[src/rtl/cdt_pkg.sv]
package cdt_pkg;
  localparam int unsigned EN_BIT   = 24;
  localparam int unsigned IE_BIT   = 25;
  localparam int unsigned ACK_BIT  = 26;
  localparam int unsigned STAT_POS = 5;

  typedef struct packed {
    logic run;
    logic irq_en;
  } ctrl_t;
endpackage

[src/rtl/cdt_ctrl_reg.sv]
module cdt_ctrl_reg #(
  parameter int unsigned CNT_W  = 20,
  parameter int unsigned DATA_W = 32
) (
  input  logic              clk_i,
  input  logic              rst_ni,
  input  logic              wr_en_i,
  input  logic [DATA_W-1:0] wr_data_i,
  output logic [CNT_W-1:0]  reload_o,
  output cdt_pkg::ctrl_t    ctrl_o,
  output logic              load_o,
  output logic              ack_o
);
  cdt_pkg::ctrl_t   ctrl_q;
  logic [CNT_W-1:0] reload_q;

  always_ff @(posedge clk_i or negedge rst_ni) begin
    if (!rst_ni) begin
      ctrl_q   <= '0;
      reload_q <= '0;
    end else if (wr_en_i) begin
      ctrl_q.run    <= wr_data_i[cdt_pkg::EN_BIT];
      ctrl_q.irq_en <= wr_data_i[cdt_pkg::IE_BIT];
      reload_q      <= wr_data_i[CNT_W-1:0];
    end
  end

  assign reload_o = reload_q;
  assign ctrl_o   = ctrl_q;
  assign load_o   = wr_en_i;
  // acknowledge is a command only, never stored
  assign ack_o    = wr_en_i & wr_data_i[cdt_pkg::ACK_BIT];
endmodule

[src/rtl/cdt_down_cnt.sv]
module cdt_down_cnt #(
  parameter int unsigned CNT_W = 20
) (
  input  logic             clk_i,
  input  logic             rst_ni,
  input  logic             run_i,
  input  logic             tick_i,
  input  logic             load_i,
  input  logic [CNT_W-1:0] load_val_i,
  input  logic [CNT_W-1:0] reload_i,
  output logic [CNT_W-1:0] cnt_o,
  output logic             zero_ev_o
);
  logic [CNT_W-1:0] cnt_q, cnt_d;
  logic             step, at_one, at_zero;

  assign step    = run_i & tick_i;
  assign at_one  = (cnt_q == CNT_W'(1));
  assign at_zero = (cnt_q == '0);

  always_comb begin
    cnt_d = cnt_q;
    if (load_i)                 cnt_d = load_val_i;
    else if (step && at_one)    cnt_d = reload_i;
    else if (step && !at_zero)  cnt_d = cnt_q - CNT_W'(1);
  end

  always_ff @(posedge clk_i or negedge rst_ni) begin
    if (!rst_ni) cnt_q <= '0;
    else         cnt_q <= cnt_d;
  end

  assign cnt_o     = cnt_q;
  // event from pre-write state: a same-cycle write does not hide it
  assign zero_ev_o = step & at_one;
endmodule

[src/rtl/cdt_irq_flag.sv]
module cdt_irq_flag (
  input  logic clk_i,
  input  logic rst_ni,
  input  logic set_i,
  input  logic clr_i,
  output logic pend_o
);
  logic pend_q;

  always_ff @(posedge clk_i or negedge rst_ni) begin
    if (!rst_ni)     pend_q <= 1'b0;
    else if (set_i)  pend_q <= 1'b1;
    else if (clr_i)  pend_q <= 1'b0;
  end

  assign pend_o = pend_q;
endmodule

[src/rtl/cdt_timer.sv]
module cdt_timer #(
  parameter int unsigned CNT_W  = 20,
  parameter int unsigned DATA_W = 32,
  parameter int unsigned STAT_W = 8
) (
  input  logic              clk_i,
  input  logic              rst_ni,
  input  logic              wr_en_i,
  input  logic [DATA_W-1:0] wr_data_i,
  output logic [DATA_W-1:0] rd_data_o,
  input  logic              tick_i,
  output logic              irq_o,
  output logic [STAT_W-1:0] stat_o
);
  cdt_pkg::ctrl_t   ctrl;
  logic [CNT_W-1:0] reload, cnt;
  logic             load, ack, zero_ev, pend;

  cdt_ctrl_reg #(.CNT_W(CNT_W), .DATA_W(DATA_W)) u_ctrl (
    .clk_i, .rst_ni, .wr_en_i, .wr_data_i,
    .reload_o(reload), .ctrl_o(ctrl), .load_o(load), .ack_o(ack)
  );

  cdt_down_cnt #(.CNT_W(CNT_W)) u_cnt (
    .clk_i, .rst_ni,
    .run_i(ctrl.run), .tick_i,
    .load_i(load), .load_val_i(wr_data_i[CNT_W-1:0]), .reload_i(reload),
    .cnt_o(cnt), .zero_ev_o(zero_ev)
  );

  cdt_irq_flag u_irq (
    .clk_i, .rst_ni,
    .set_i(zero_ev & ctrl.irq_en), .clr_i(ack), .pend_o(pend)
  );

  always_comb begin
    rd_data_o                      = '0;
    rd_data_o[CNT_W-1:0]           = cnt;
    rd_data_o[cdt_pkg::EN_BIT]     = ctrl.run;
    rd_data_o[cdt_pkg::IE_BIT]     = ctrl.irq_en;
  end

  assign irq_o = pend;

  for (genvar i = 0; i < STAT_W; i++) begin : g_stat
    if (i == cdt_pkg::STAT_POS) begin : g_hit
      assign stat_o[i] = pend;
    end else begin : g_zero
      assign stat_o[i] = 1'b0;
    end
  end
endmodule

[config.mk]
export PLATFORM = sky130hd
export DESIGN_NAME = cdt_timer
export DESIGN_NICKNAME = d
export VERILOG_FILES = /design/src/rtl/cdt_pkg.sv /design/src/rtl/cdt_ctrl_reg.sv /design/src/rtl/cdt_down_cnt.sv /design/src/rtl/cdt_irq_flag.sv /design/src/rtl/cdt_timer.sv
export SDC_FILE = /design/constraint.sdc
export NUM_CORES = 1
export LEC_CHECK = 0
export BUFFER_PORTS_ARGS = -buffer_cell sky130_fd_sc_hd__buf_2
export CAP_MARGIN = 25
export CORE_ASPECT_RATIO = 0.5
export CORE_UTILIZATION = 44
export DETAILED_ROUTE_END_ITERATION = 8
export PLACE_DENSITY = 0.69
export SLEW_MARGIN = 20
export SYNTH_ARGS = -nofsm -noshare
export SYNTH_HDL_FRONTEND = slang
export SYNTH_SLANG_ARGS = --single-unit
[constraint.sdc]
create_clock -name clk_i -period 2.8 [get_ports clk_i]
set_clock_uncertainty 0.1 [all_clocks]
set_input_delay 0.42 -clock clk_i [delete_from_list [all_inputs] [get_ports clk_i]]
set_output_delay 0.42 -clock clk_i [all_outputs]
set_load 0.005 [all_outputs]
==> metrics, run 1 <==
drt pass-1 iters 4; CTS tree yes; Slew Limit Fails 0; pre-CTS WS 0.316 ns; largest net degree at the start of global routing 44; Setup violations, final 0; ys async rst share 100%; Starting DRT DRC Count 99; peak supply drop 0.279 mV; CTS max path bufs 2; P_int 1.35 mW; Initial Util 47.4%; Hold Crit Class in -> async; num rows 19; Sw Ratio 27.8%; Psw 0.522 mW; commonest non-fill, non-tap cell in the layout buf_2; final estimated routing congestion in global placement 0.855; crit path max fanout 9; detailed placer's ending HPWL 4860 um; number of library cell types mapped by synthesis 50; antenna fix cells 0; CTS Hold Buffers Added 0; Synth Register Bits 43; IO buf count 50; syn avg cell area 9.13 um2; top post-synthesis cells by area dfrtp_1 40%, buf_4 5.3%, mux2_2 5.0%; critical-path cell list inv_1 -> ha_1 -> nand3_1 -> or3_1 -> nor2_4 -> nor3_1 -> o32a_2; via count 2413; Ys Warns 0; vias per inst 5.79; Worst-path clk slew 0.06 ns; most frequent cells in the layout 49 x buf_2, 43 x dfrtp_1, 31 x nand2_1; Syn Inst Count 296; Chip Width 113 um; Top FF cell, synth dfrtp_1; Num CTS Buffers 5; CP required 2.87 ns; EDFF count, synth 0; Largest stage delay, worst path 0.50 ns; combinational power share 18.2%; DRC viols 0; PwrDens 599 nW/um2; vias in the first global route 2218; wire per inst 16.4 um; clk root buf clkbuf_16; placed cells 409; Max Freq 0.400 GHz; Slew @ Worst Pin 0.822 ns; WP data arrival 2.57 ns; area grow syn2layout 15.8%; first-pass GRT wire length 11400 um; post-CTS setup buffers 0; total I/O pin count 77; Tcrit/Tclk final 89.2%; crit path max-delay cell type or3_1; grt ovf 0; Routed Antenna Nets 0; worst skew pair latency 0.29 ns; setup ws final 0.302 ns; H-tree levels 2; initial antenna violation count 0; Fin Setup TNS 0 ns; post-synth top area cell dfrtp_1; total of max-cap violations 0; CP Launch Type flip-flop; final total power 1.88 mW; critical path class reg -> reg; leakage power 1.37 nW; hold_ws 0.0241 ns; layout net count 382; share of cells above drive strength 1 25.9%; DIE AREA 6480 um2; clock network power share 40.8%; Total GRT Usage 22.8%; sequential share of the synthesized area 39.8%; Cell Area, Synth 2700 um2; RSZ-0062 raised after global routing no; CTS Sinks 43; Slew HR 45.1%; Reg power frac 41.1%; Layout Cells excl Fill 417; Final Hold Viols 0; PostCTS Resize Cnt 0; die height 57.4 um; outcome completed; WL final 6830 um; fin crit period 2.50 ns; top-area cell type share of the netlist area 39.8%; Worst setup EP type flip-flop; core area 5710 um2
kinds of logic (layout without fill, tap and decap cells):
| family | after synthesis | in the layout | synth area share [%] |
|---|---|---|---|
| compound gates | 72 | 72 | 19.0 |
| xor+xnor | 7 | 7 | 2.27 |
| fa+ha+maj | 3 | 3 | 1.39 |
| buf+inv | 51 | 83 | 11.0 |
| flops | 43 | 43 | 39.8 |
| mux | 14 | 14 | 5.74 |
| other cells | 1 | 17 | 0.139 |
| simple gates | 105 | 105 | 20.6 |
routing by layer:
layer	wire (um)	GRT usage, %
met5	0	0
met4	93	5.90
met3	405	4.14
met2	2940	34.0
met1	3380	33.9
final timing paths:
check                                           startpoint                              end  slack, ns  cells after the start
max                             u_cnt.cnt_o[1]$_DFFE_PN0P_       u_cnt.cnt_o[2]$_DFFE_PN0P_       0.30                      7
min reg2reg                u_ctrl.reload_o[11]$_DFFE_PN0P_  u_ctrl.reload_o[11]$_DFFE_PN0P_       0.38                      2
min                                                 rst_ni       u_cnt.cnt_o[3]$_DFFE_PN0P_       0.02                      1
min in group clk_i                           wr_data_i[19]      u_cnt.cnt_o[19]$_DFFE_PN0P_       0.25                      3
max in group asynchronous                           rst_ni       u_cnt.cnt_o[9]$_DFFE_PN0P_       2.20                      1
max reg2reg                     u_cnt.cnt_o[1]$_DFFE_PN0P_       u_cnt.cnt_o[2]$_DFFE_PN0P_       0.30                      7
final cells by class:
type                       count  area (um2)
tap                           73        91.3
fill                         525        2580
timing repair buffer          60         328
sequential                    43        1080
clock inverter                 2        60.1
inverter                      15        56.3
multi-input combinational    218        1390
clock buffer                   6         129
cells in the mapped netlist, types with 4 or more instances:
master,count
inv_1,15
nor3_1,17
nor4_1,10
and4_1,4
a22oi_1,7
nand4_1,4
buf_4,19
nand2_1,31
clkbuf_1,8
xnor2_1,6
a21oi_1,6
o21ai_0,22
a31oi_1,5
o211ai_1,10
or3_1,6
nor2_1,13
dfrtp_1,43
buf_6,4
nand3_1,8
mux2_2,12
worst max-delay path: cells and delay by family, from the launching register on:
kind                     cells  cell delay, ns
AO/OA/AOI/OAI                1            0.38
flip-flops                   1            0.44
AND/OR/NAND/NOR              4            1.07
adder cells (fa/ha/maj)      1            0.26
buffers and inverters        1            0.12
flip-flops by register name (all words and copies together) (netlist names):
name             flops
u_irq.pend_o         1
u_cnt.cnt_o         20
u_ctrl.reload_o     20
u_ctrl.ctrl_o        2
power by group through the flow:
stage	clock network, mW	logic (mW)	registers (mW)
after detailed placement	0	0.338	0.781
after global routing	0.792	0.383	0.783
after global placement	0	0.331	0.777
after CTS	0.759	0.340	0.769
after floorplan	0	0.238	0.763
final	0.764	0.341	0.770
through the flow:
step,utilization (%),instance area (um2)
detailed placement,51.5,2940
finish,54.8,3130
CTS,54.8,3130
floorplan,-,2760
global placement,51.5,2940
global route,54.8,3130
Power figures use the tool's default switching activity.
==> run 2: changes to the inputs <==
Settings changed: PLACE_DENSITY 0.69 to 0.67, TNS_END_PERCENT set to 1.
==> metrics, run 2 (same netlist as run 1, synthesis figures left out) <==
WP data arrival 2.60 ns; PwrDens 546 nW/um2; share of cells above drive strength 1 25.7%; first-pass GRT wire length 11200 um; Initial Util 47.4%; leakage power 1.35 nW; Slew @ Worst Pin 0.795 ns; Routed Antenna Nets 0; worst skew pair latency 0.29 ns; grt ovf 0; Worst setup EP type flip-flop; wire per inst 16.1 um; core area 5710 um2; vias in the first global route 2250; final estimated routing congestion in global placement 0.887; Num CTS Buffers 5; Cell Area, Placed 2920 um2; critical path class reg -> reg; DIE AREA 6480 um2; Final Hold Viols 0; Setup violations, final 0; total of max-cap violations 0; Hold Crit Class in -> reg; Fin Setup TNS 0 ns; WL final 6690 um; fin util 54.2%; clk root buf clkbuf_16; Starting DRT DRC Count 130; outcome completed; layout net count 381; vias per inst 5.75; Max Freq 0.393 GHz; Slew HR 46.9%; Slew Limit Fails 0; drt pass-1 iters 4; num rows 19; CTS tree yes; total I/O pin count 77; CP required 2.86 ns; die height 57.4 um; CTS Sinks 43; antenna fix cells 0; crit path max fanout 19; largest net degree at the start of global routing 44; fin crit period 2.54 ns; DRC viols 0; Chip Width 113 um; CP Launch Type flip-flop; Tcrit/Tclk final 90.9%; PostCTS Resize Cnt 0; Total GRT Usage 22.2%; peak supply drop 0.270 mV; IO buf count 50; initial antenna violation count 0; Finished Cell Area 3090 um2; detailed placer's ending HPWL 4790 um; via count 2392; RSZ-0062 raised after global routing no; area grow syn2layout 14.4%; commonest non-fill, non-tap cell in the layout buf_2; most frequent cells in the layout 50 x buf_2, 43 x dfrtp_1, 31 x nand2_1; Worst-path clk slew 0.07 ns; CTS max path bufs 2; H-tree levels 2
-- run 2: through the flow --
stage	hold WS [ns]	power (mW)	std cells	worst slack, ns
6_report	0.263	1.69	416	0.256
3_5_place_dp	0.364	1.11	406	0.271
4_1_cts	0.232	1.69	414	0.251
2_1_floorplan	0.0244	1.00	312	0.561
5_1_grt	0.269	1.77	416	0.0101
3_3_place_gp	0.359	1.10	406	0.326
-- run 2: timing repair --
item | CTS | global route
setup buffers | 0 | 0
hold buffers | 0 | 1
hold endpoints to repair | 0 | 15
-- run 2: power by group --
group          internal (mW)  total [mW]  switching [mW]
clock                  0.329       0.582           0.253
sequential             0.688       0.776          0.0876
combinational          0.152       0.330           0.179
total                   1.17        1.69           0.519
-- run 2: layer usage --
layer	wire length, um	GRT usage [%]	part of all wire [%]
met5	0	0	0
met4	23	4.19	0.34
met3	568	5.21	8.5
met2	2980	35.0	44
met1	3120	31.5	47
-- run 2: cell type report --
cell class / count / area, um2
Sequential cell: 43 / 1080
Clock inverter: 3 / 20.0
Tap cell: 73 / 91.3
Timing Repair Buffer: 59 / 333
Multi-Input combinational cell: 218 / 1390
Inverter: 15 / 56.3
Clock buffer: 5 / 125
Fill cell: 505 / 2620
-- run 2: final timing paths --
path,start,to,slack (ns),cells after the start
worst max-delay path,u_cnt.cnt_o[8]$_DFFE_PN0P_,u_cnt.cnt_o[16]$_DFFE_PN0P_,0.26,5
worst min-delay path,wr_data_i[19],u_cnt.cnt_o[19]$_DFFE_PN0P_,0.26,3
worst max register to register,u_cnt.cnt_o[8]$_DFFE_PN0P_,u_cnt.cnt_o[16]$_DFFE_PN0P_,0.26,5
worst min register to register,u_ctrl.reload_o[11]$_DFFE_PN0P_,u_ctrl.reload_o[11]$_DFFE_PN0P_,0.38,2
max in group asynchronous,rst_ni,u_cnt.cnt_o[17]$_DFFE_PN0P_,1.61,3
min in group asynchronous,rst_ni,u_ctrl.reload_o[3]$_DFFE_PN0P_,0.51,2
-- run 2: worst max-delay path: stages, from the launching register on --
cell and delay (ns):
dfrtp_1 0.48, nor3_2 0.41, nand4_2 0.34, o32a_1 0.72
o21ai_0 0.28, o211ai_1 0.10
